## src/rtl/rsync_pkg.sv

```systemverilog
package rsync_pkg;

    typedef enum logic [1:0] {
        SPD_NONE  = 2'd0,
        SPD_SYNC  = 2'd1,
        SPD_GUESS = 2'd2,
        SPD_USER  = 2'd3
    } speed_code_e;

    typedef enum logic [1:0] {
        RS_IDLE,
        RS_HOLD,
        RS_RELEASE,
        RS_SETTLE
    } rst_state_e;

    typedef enum logic [2:0] {
        SY_IDLE,
        SY_DRIVE,
        SY_WAIT_HI,
        SY_WAIT_LO,
        SY_MEASURE
    } sync_state_e;

endpackage

```

## src/rtl/rsync_sync.sv

```systemverilog
module rsync_sync #(
    parameter int   STAGES    = 2,
    parameter logic RESET_VAL = 1'b1
) (
    input  logic clk,
    input  logic rst_n,
    input  logic din,
    output logic dout
);

    logic [STAGES-1:0] chain_d, chain_q;

    generate
        if (STAGES == 1) begin : g_single
            always_comb chain_d = din;
        end else begin : g_multi
            always_comb chain_d = {chain_q[STAGES-2:0], din};
        end
    endgenerate

    always_ff @(posedge clk or negedge rst_n) begin
        if (!rst_n) chain_q <= {STAGES{RESET_VAL}};
        else        chain_q <= chain_d;
    end

    assign dout = chain_q[STAGES-1];

endmodule

```

## src/rtl/rsync_reset_seq.sv

```systemverilog
module rsync_reset_seq
    import rsync_pkg::*;
#(
    parameter int ASSERT_MS = 100,
    parameter int WAIT_MS   = 300,
    parameter int SETTLE_US = 3000
) (
    input  logic clk,
    input  logic rst_n,
    input  logic tick_ms,
    input  logic tick_us,
    input  logic start,
    input  logic pin_s,
    output logic drive,
    output logic busy,
    output logic fail,
    output logic ready,
    output logic seen
);

    localparam int MAX_A = (ASSERT_MS > WAIT_MS) ? ASSERT_MS : WAIT_MS;
    localparam int MAX_C = (MAX_A > SETTLE_US) ? MAX_A : SETTLE_US;
    localparam int CW    = $clog2(MAX_C + 1);

    typedef struct packed {
        rst_state_e    st;
        logic [CW-1:0] cnt;
        logic          fail;
        logic          ready;
        logic          seen;
        logic          pin_prev;
    } seq_t;

    seq_t seq_d, seq_q;

    always_comb begin
        seq_d          = seq_q;
        seq_d.pin_prev = pin_s;
        unique case (seq_q.st)
            RS_IDLE: begin
                if (start) begin
                    seq_d.st    = RS_HOLD;
                    seq_d.cnt   = '0;
                    seq_d.fail  = 1'b0;
                    seq_d.ready = 1'b0;
                    seq_d.seen  = 1'b0;
                end else if (seq_q.pin_prev && !pin_s) begin
                    seq_d.seen = 1'b1;
                end
            end
            RS_HOLD: begin
                if (tick_ms) begin
                    if (seq_q.cnt == CW'(ASSERT_MS - 1)) begin
                        seq_d.st  = RS_RELEASE;
                        seq_d.cnt = '0;
                    end else begin
                        seq_d.cnt = seq_q.cnt + 1'b1;
                    end
                end
            end
            RS_RELEASE: begin
                if (pin_s) begin
                    seq_d.st  = RS_SETTLE;
                    seq_d.cnt = '0;
                end else if (tick_ms) begin
                    if (seq_q.cnt == CW'(WAIT_MS - 1)) begin
                        seq_d.st   = RS_IDLE;
                        seq_d.cnt  = '0;
                        seq_d.fail = 1'b1;
                    end else begin
                        seq_d.cnt = seq_q.cnt + 1'b1;
                    end
                end
            end
            RS_SETTLE: begin
                if (tick_us) begin
                    if (seq_q.cnt == CW'(SETTLE_US - 1)) begin
                        seq_d.st    = RS_IDLE;
                        seq_d.cnt   = '0;
                        seq_d.ready = 1'b1;
                    end else begin
                        seq_d.cnt = seq_q.cnt + 1'b1;
                    end
                end
            end
            default: seq_d.st = RS_IDLE;
        endcase
    end

    always_ff @(posedge clk or negedge rst_n) begin
        if (!rst_n) begin
            seq_q <= '{st: RS_IDLE, cnt: '0, fail: 1'b0, ready: 1'b0,
                       seen: 1'b0, pin_prev: 1'b1};
        end else begin
            seq_q <= seq_d;
        end
    end

    assign drive = (seq_q.st == RS_HOLD);
    assign busy  = (seq_q.st != RS_IDLE);
    assign fail  = seq_q.fail;
    assign ready = seq_q.ready;
    assign seen  = seq_q.seen;

endmodule

```

## src/rtl/rsync_sync_meas.sv

```systemverilog
module rsync_sync_meas
    import rsync_pkg::*;
#(
    parameter int SYNC_REQ_US  = 350,
    parameter int SYNC_TIMEOUT = 60000,
    parameter int WIDTH_W      = 16
) (
    input  logic               clk,
    input  logic               rst_n,
    input  logic               tick_us,
    input  logic               start,
    input  logic               abort,
    input  logic               line_s,
    output logic               oe,
    output logic               busy,
    output logic [WIDTH_W-1:0] width,
    output logic [1:0]         speed
);

    localparam int UW = $clog2(SYNC_REQ_US + 1);
    localparam int TW = $clog2(SYNC_TIMEOUT + 1);

    typedef struct packed {
        sync_state_e        st;
        logic [UW-1:0]      ucnt;
        logic [TW-1:0]      tcnt;
        logic [WIDTH_W-1:0] wcnt;
        logic [WIDTH_W-1:0] width;
        speed_code_e        speed;
    } meas_t;

    meas_t m_d, m_q;
    logic  timed_out;

    assign timed_out = (m_q.tcnt == TW'(SYNC_TIMEOUT - 1));

    always_comb begin
        m_d = m_q;
        if (abort) begin
            m_d.st    = SY_IDLE;
            m_d.width = '0;
            m_d.speed = SPD_NONE;
        end else begin
            unique case (m_q.st)
                SY_IDLE: begin
                    if (start) begin
                        m_d.st    = SY_DRIVE;
                        m_d.ucnt  = '0;
                        m_d.width = '0;
                        m_d.speed = SPD_NONE;
                    end
                end
                SY_DRIVE: begin
                    if (tick_us) begin
                        if (m_q.ucnt == UW'(SYNC_REQ_US - 1)) begin
                            m_d.st   = SY_WAIT_HI;
                            m_d.tcnt = '0;
                        end else begin
                            m_d.ucnt = m_q.ucnt + 1'b1;
                        end
                    end
                end
                SY_WAIT_HI: begin
                    m_d.tcnt = m_q.tcnt + 1'b1;
                    if (line_s)         m_d.st = SY_WAIT_LO;
                    else if (timed_out) m_d.st = SY_IDLE;
                end
                SY_WAIT_LO: begin
                    m_d.tcnt = m_q.tcnt + 1'b1;
                    if (!line_s) begin
                        m_d.st   = SY_MEASURE;
                        m_d.wcnt = WIDTH_W'(1);
                    end else if (timed_out) begin
                        m_d.st = SY_IDLE;
                    end
                end
                SY_MEASURE: begin
                    m_d.tcnt = m_q.tcnt + 1'b1;
                    if (line_s) begin
                        m_d.st    = SY_IDLE;
                        m_d.width = m_q.wcnt;
                        m_d.speed = SPD_SYNC;
                    end else if (timed_out) begin
                        m_d.st = SY_IDLE;
                    end else begin
                        m_d.wcnt = m_q.wcnt + 1'b1;
                    end
                end
                default: m_d.st = SY_IDLE;
            endcase
        end
    end

    always_ff @(posedge clk or negedge rst_n) begin
        if (!rst_n) begin
            m_q <= '{st: SY_IDLE, ucnt: '0, tcnt: '0, wcnt: '0,
                     width: '0, speed: SPD_NONE};
        end else begin
            m_q <= m_d;
        end
    end

    assign oe    = (m_q.st == SY_DRIVE);
    assign busy  = (m_q.st != SY_IDLE);
    assign width = m_q.width;
    assign speed = m_q.speed;

endmodule

```

## src/rtl/dbg_reset_resync.sv

```systemverilog
module dbg_reset_resync #(
    parameter int ASSERT_MS     = 100,
    parameter int WAIT_MS       = 300,
    parameter int SETTLE_US     = 3000,
    parameter int SOFT_RESET_US = 1280,
    parameter int SYNC_REQ_US   = 350,
    parameter int SYNC_TIMEOUT  = 60000,
    parameter int WIDTH_W       = 16,
    parameter int SYNC_STAGES   = 2
) (
    input  logic               clk,
    input  logic               rst_n,
    input  logic               tick_ms,
    input  logic               tick_us,
    input  logic               rst_req,
    input  logic               sync_req,
    input  logic               rst_pin_in,
    input  logic               link_pin_in,
    output logic               rst_pin_drive,
    output logic               link_oe,
    output logic               link_out,
    output logic               rst_busy,
    output logic               rst_fail,
    output logic               link_ready,
    output logic               rst_seen,
    output logic               sync_busy,
    output logic [WIDTH_W-1:0] sync_width,
    output logic [1:0]         speed_status
);

    logic rst_pin_s, link_pin_s;
    logic rst_start, sync_start;

    rsync_sync #(.STAGES(SYNC_STAGES), .RESET_VAL(1'b1)) i_rst_pin_sync (
        .clk(clk), .rst_n(rst_n), .din(rst_pin_in), .dout(rst_pin_s)
    );

    rsync_sync #(.STAGES(SYNC_STAGES), .RESET_VAL(1'b1)) i_link_pin_sync (
        .clk(clk), .rst_n(rst_n), .din(link_pin_in), .dout(link_pin_s)
    );

    // reset wins over sync; neither is taken while a reset runs
    assign rst_start  = rst_req && !rst_busy;
    assign sync_start = sync_req && !rst_busy && !rst_req;

    rsync_reset_seq #(
        .ASSERT_MS(ASSERT_MS), .WAIT_MS(WAIT_MS), .SETTLE_US(SETTLE_US)
    ) i_reset_seq (
        .clk(clk), .rst_n(rst_n), .tick_ms(tick_ms), .tick_us(tick_us),
        .start(rst_start), .pin_s(rst_pin_s), .drive(rst_pin_drive),
        .busy(rst_busy), .fail(rst_fail), .ready(link_ready), .seen(rst_seen)
    );

    rsync_sync_meas #(
        .SYNC_REQ_US(SYNC_REQ_US), .SYNC_TIMEOUT(SYNC_TIMEOUT), .WIDTH_W(WIDTH_W)
    ) i_sync_meas (
        .clk(clk), .rst_n(rst_n), .tick_us(tick_us), .start(sync_start),
        .abort(rst_start), .line_s(link_pin_s), .oe(link_oe), .busy(sync_busy),
        .width(sync_width), .speed(speed_status)
    );

    assign link_out = 1'b0;

endmodule

```

## config.mk

```make
export PLATFORM = sky130hd
export DESIGN_NAME = dbg_reset_resync
export DESIGN_NICKNAME = d
export VERILOG_FILES = /design/src/rtl/rsync_pkg.sv /design/src/rtl/rsync_sync.sv /design/src/rtl/rsync_reset_seq.sv /design/src/rtl/rsync_sync_meas.sv /design/src/rtl/dbg_reset_resync.sv
export SDC_FILE = /design/constraint.sdc
export NUM_CORES = 1
export LEC_CHECK = 0
export CAP_MARGIN = 20
export CORE_MARGIN = 2
export CORE_UTILIZATION = 55
export DETAILED_ROUTE_END_ITERATION = 7
export GPL_TIMING_DRIVEN = 1
export PLACE_DENSITY_LB_ADDON = 0.2
export SLEW_MARGIN = 20
export SYNTH_ARGS = -nofsm -noshare
export SYNTH_HDL_FRONTEND = slang
export SYNTH_SLANG_ARGS = --single-unit
```

## constraint.sdc

```tcl
create_clock -name clk -period 4 [get_ports clk]
set_input_delay 1.2 -clock clk [delete_from_list [all_inputs] [get_ports clk]]
set_output_delay 1.2 -clock clk [all_outputs]
set_load 0.01 [all_outputs]
```

==> metrics.md <==
| Metric | Value |
|---|---|
| Status | complete, no violations |
| Cell internal pwr | between 0.0015 and 0.002 W |
| FF+latch count, synth | 83 |
| WP data arrival | around 2.1 ns |
| Drc violations | 0 |
| Synth Area in Compound Gates | 17.7% |
| Comb pwr share | between 30% and 40% |
| Vias in the first global route | 3,193 |
| Worst Setup End Kind | primary output |
| Hold crit path type | flop to flop |
| Port Buf Inserts | 31 |
| Worst r2r path cells | 6 |
| CTS tree | done |
| Commonest non-fill, non-tap cell in the layout | dfrtp_1 |
| Number of synthesized flops with an enable pin | 0 |
| Worst Setup Path Type | flop to primary output |
| Clock latency on the worst-skew pair | 0.35 ns |
| Fmax | 301 MHz |
| Reg clk slew, reported paths | 0.09 ns |
| Synthesized area | 4460 µm² |
| N_diodes | 0 |
| Post-DP HPWL | 5700 µm |
| Area delta synth->final | 9.11% |
| Post-DP Area | 4630 µm² |
| All-Layer GR Usage | a little over a fifth |
| Placed insts | 555 |
| Mux contribution to synthesized area | around 1.2% |
| R2r endpoint | i_reset_seq.seq_q[16] |
| Reg2reg start | i_reset_seq.seq_q[4] |
| Fin crit period | ~3.3 ns |
| # rows | 32 |
| Hold endpoint | i_rst_pin_sync.chain_q[1] |
| Detailed Routing Iterations Pass 1 | 4 |
| Post-synthesis cell type count | about 70 |
| Sw frac | between 30% and 40% |
| Clock Sinks | 83 |
| Most used DFF post-synth | dfrtp_1 |
| Die height | 94.1 µm |
| Clk pwr share | 27.3% |
| Final WL | ~8500 µm |
| CTS buffer count | 9 |
| Setup TNS | 0 ns |
| Period utilization | 83.0% |
| Max transition margin | 44.4% |
| Max Fanout on Critical Path | 11 |
| CTS root buffer | clkbuf_8 |
| Core ar. | 7810 µm² |
| Antenna-violating nets left | 0 |
| Largest net degree at the start of global routing | 84 |
| Clk_skew | 0.0108 ns |
| Final GP Congestion | 0.891 |
| Vias | about 3,400 |
| Worst Setup Start Kind | flop |
| Peak VDD IR | roughly 0.32 mV |
| Total gr overflow | 0 |
| Hold Buf Count CTS | 0 |
| Post-Synth Simple-Gate Area | 22.9% |
| Non-filler cells, final | 571 |
| Reg power frac | 42.1% |
| Worst Tran Pin Value | 0.831 ns |
| Final Setup Violations | 0 |
| IO Count | 34 |
| Post-synth ARST share | 100% |
| Global-route wire length before repair | between 10,000 and 15,000 µm |
| Initial antenna violation count | 0 |
| Most frequent cells in the layout | dfrtp_1 (78), nand2_1 (45), nor2_1 (35) |
| RSZ-0062 raised after global routing | false |
| Postcts setup bufs | 0 |
| Hold_sp | i_rst_pin_sync.chain_q[0] |
| Die X | 94.1 µm |
| Synth Area in XOR/XNOR | 2.75% |
| PD cells | 515 nW/µm² |
| Die area | slightly below 9000 µm² |
| Vias per std cell | 5.97 |
| Design Area, Final | 4870 µm² |
| Deepest clock path buffer count | 2 |
| DRT iter0 DRCs | between 200 and 250 |
| Post-Synth Adder-Cell Area | 1.40% |
| Lkg Pwr | 2.06 nW |
| Largest family of logic cells by synthesized area | simple AND/OR/NAND/NOR gates |
| Fin util | between 60% and 70% |
| Net Switching | around 0.00094 W |
| Register area share after synthesis | 46.7% |
| Syn Area/Cell | 9.62 µm² |
| Worst reg2reg setup slack | 1.40 ns |
| Fin nets | 477 |
| Worst Hold Depth | 0 |
| Count of final hold-check violations | 0 |
| Slew Limit Fails | 0 |
| Crit path required time | 2.80 ns |
| Ys Warns | 0 |
| Maxcap violations | 0 |
| Total power | between 0.002 and 0.003 W |
| Starting Density | 57.1% |
| Synthesized netlist cell count | 464 |
| Share of layout cells above drive strength 1 | under 10% |
| H-tree depth | 3 |
| Gates resized, CTS repair | 0 |
| Wire per inst | about 15 µm |
[kinds of logic after synthesis]
group	after synthesis
AO/OA/AOI/OAI	115
XOR/XNOR	14
adder cells (fa/ha/maj)	5
buffers and inverters	56
flip-flops	83
multiplexers	4
other	1
AND/OR/NAND/NOR	186
[per-layer routing]
layer	GRT usage (%)	routed length, µm	up-vias
li1	-	-	1692
met2	33.2	4030	72
met3	4.74	361	14
met1	28.4	3970	1632
met4	8.82	141	0
met5	0	0	-
[state kept, by name, summed over array words and instances, names as in the netlist]
register                 flops
i_rst_pin_sync.chain_q       2
i_reset_seq.seq_q           15
i_reset_seq.seen             1
i_link_pin_sync.chain_q      2
i_sync_meas.speed            1
i_sync_meas.m_q             44
i_sync_meas.width           16
i_reset_seq.fail             1
i_reset_seq.ready            1
[critical path, cell delays in order, from the launching register on]
cell and delay, ns:
dfrtp_1 0.58, or3b_1 0.56, inv_1 0.10, clkdlybuf4s50_1 0.53
[worst max path at each step]
stage | from | end | slack (ns)
global placement | tick_ms | i_reset_seq.seq_q[16] | 0.56
detailed placement | tick_ms | i_reset_seq.seq_q[16] | 0.47
finish | i_sync_meas.m_q[59] | link_oe | 0.68
CTS | i_sync_meas.m_q[60] | sync_busy | 0.66
floorplan | rst_req | i_sync_meas.m_q[30] | 1.49
global route | i_sync_meas.m_q[60] | sync_busy | 0.56
[layout make-up]
class	instances	area, µm²
sequential	83	2080
clock buffer	9	124
tap	102	128
fill	671	2940
inverter	11	41.3
clock inverter	7	108
timing repair buffer	33	327
multi-input combinational	326	2060
[power groups by stage]
stage | Combinational (W) | Clock [W] | Sequential, W
finish | 0.000769 | 0.000684 | 0.00106
global route | 0.000878 | 0.000741 | 0.00108
CTS | 0.000774 | 0.000706 | 0.00105
detailed placement | 0.000772 | 0 | 0.00107
global placement | 0.000747 | 0 | 0.00106
floorplan | 0.000671 | 0 | 0.000986
[synthesized netlist by cell type (4+ instances only)]
master	instances	area share [%]
o21ai_0	31	3.5
nor2_1	35	2.9
a21oi_1	19	2.1
clkbuf_1	8	0.67
o211ai_1	6	1.0
o31ai_1	11	1.9
xor2_1	14	2.7
buf_4	23	3.9
nand2_1	45	3.8
inv_1	10	0.84
nand3_1	20	2.2
dfstp_2	5	2.9
a22o_1	16	3.1
and3_1	5	0.70
or4_1	7	1.2
a41oi_1	4	0.79
a31oi_1	6	0.84
buf_2	8	0.90
ha_1	5	1.4
nand4_1	20	2.8
dfrtp_1	78	44
or2_2	4	0.56
nor3_1	12	1.3
[through the flow]
step / setup slack (ns) / hold WS [ns]
after detailed placement: 0.468 / 0.356
after floorplan: 1.49 / 0.345
after global routing: 0.556 / 0.368
after CTS: 0.656 / 0.369
after global placement: 0.557 / 0.346
final: 0.680 / 0.367
Power figures use the tool's default switching activity.
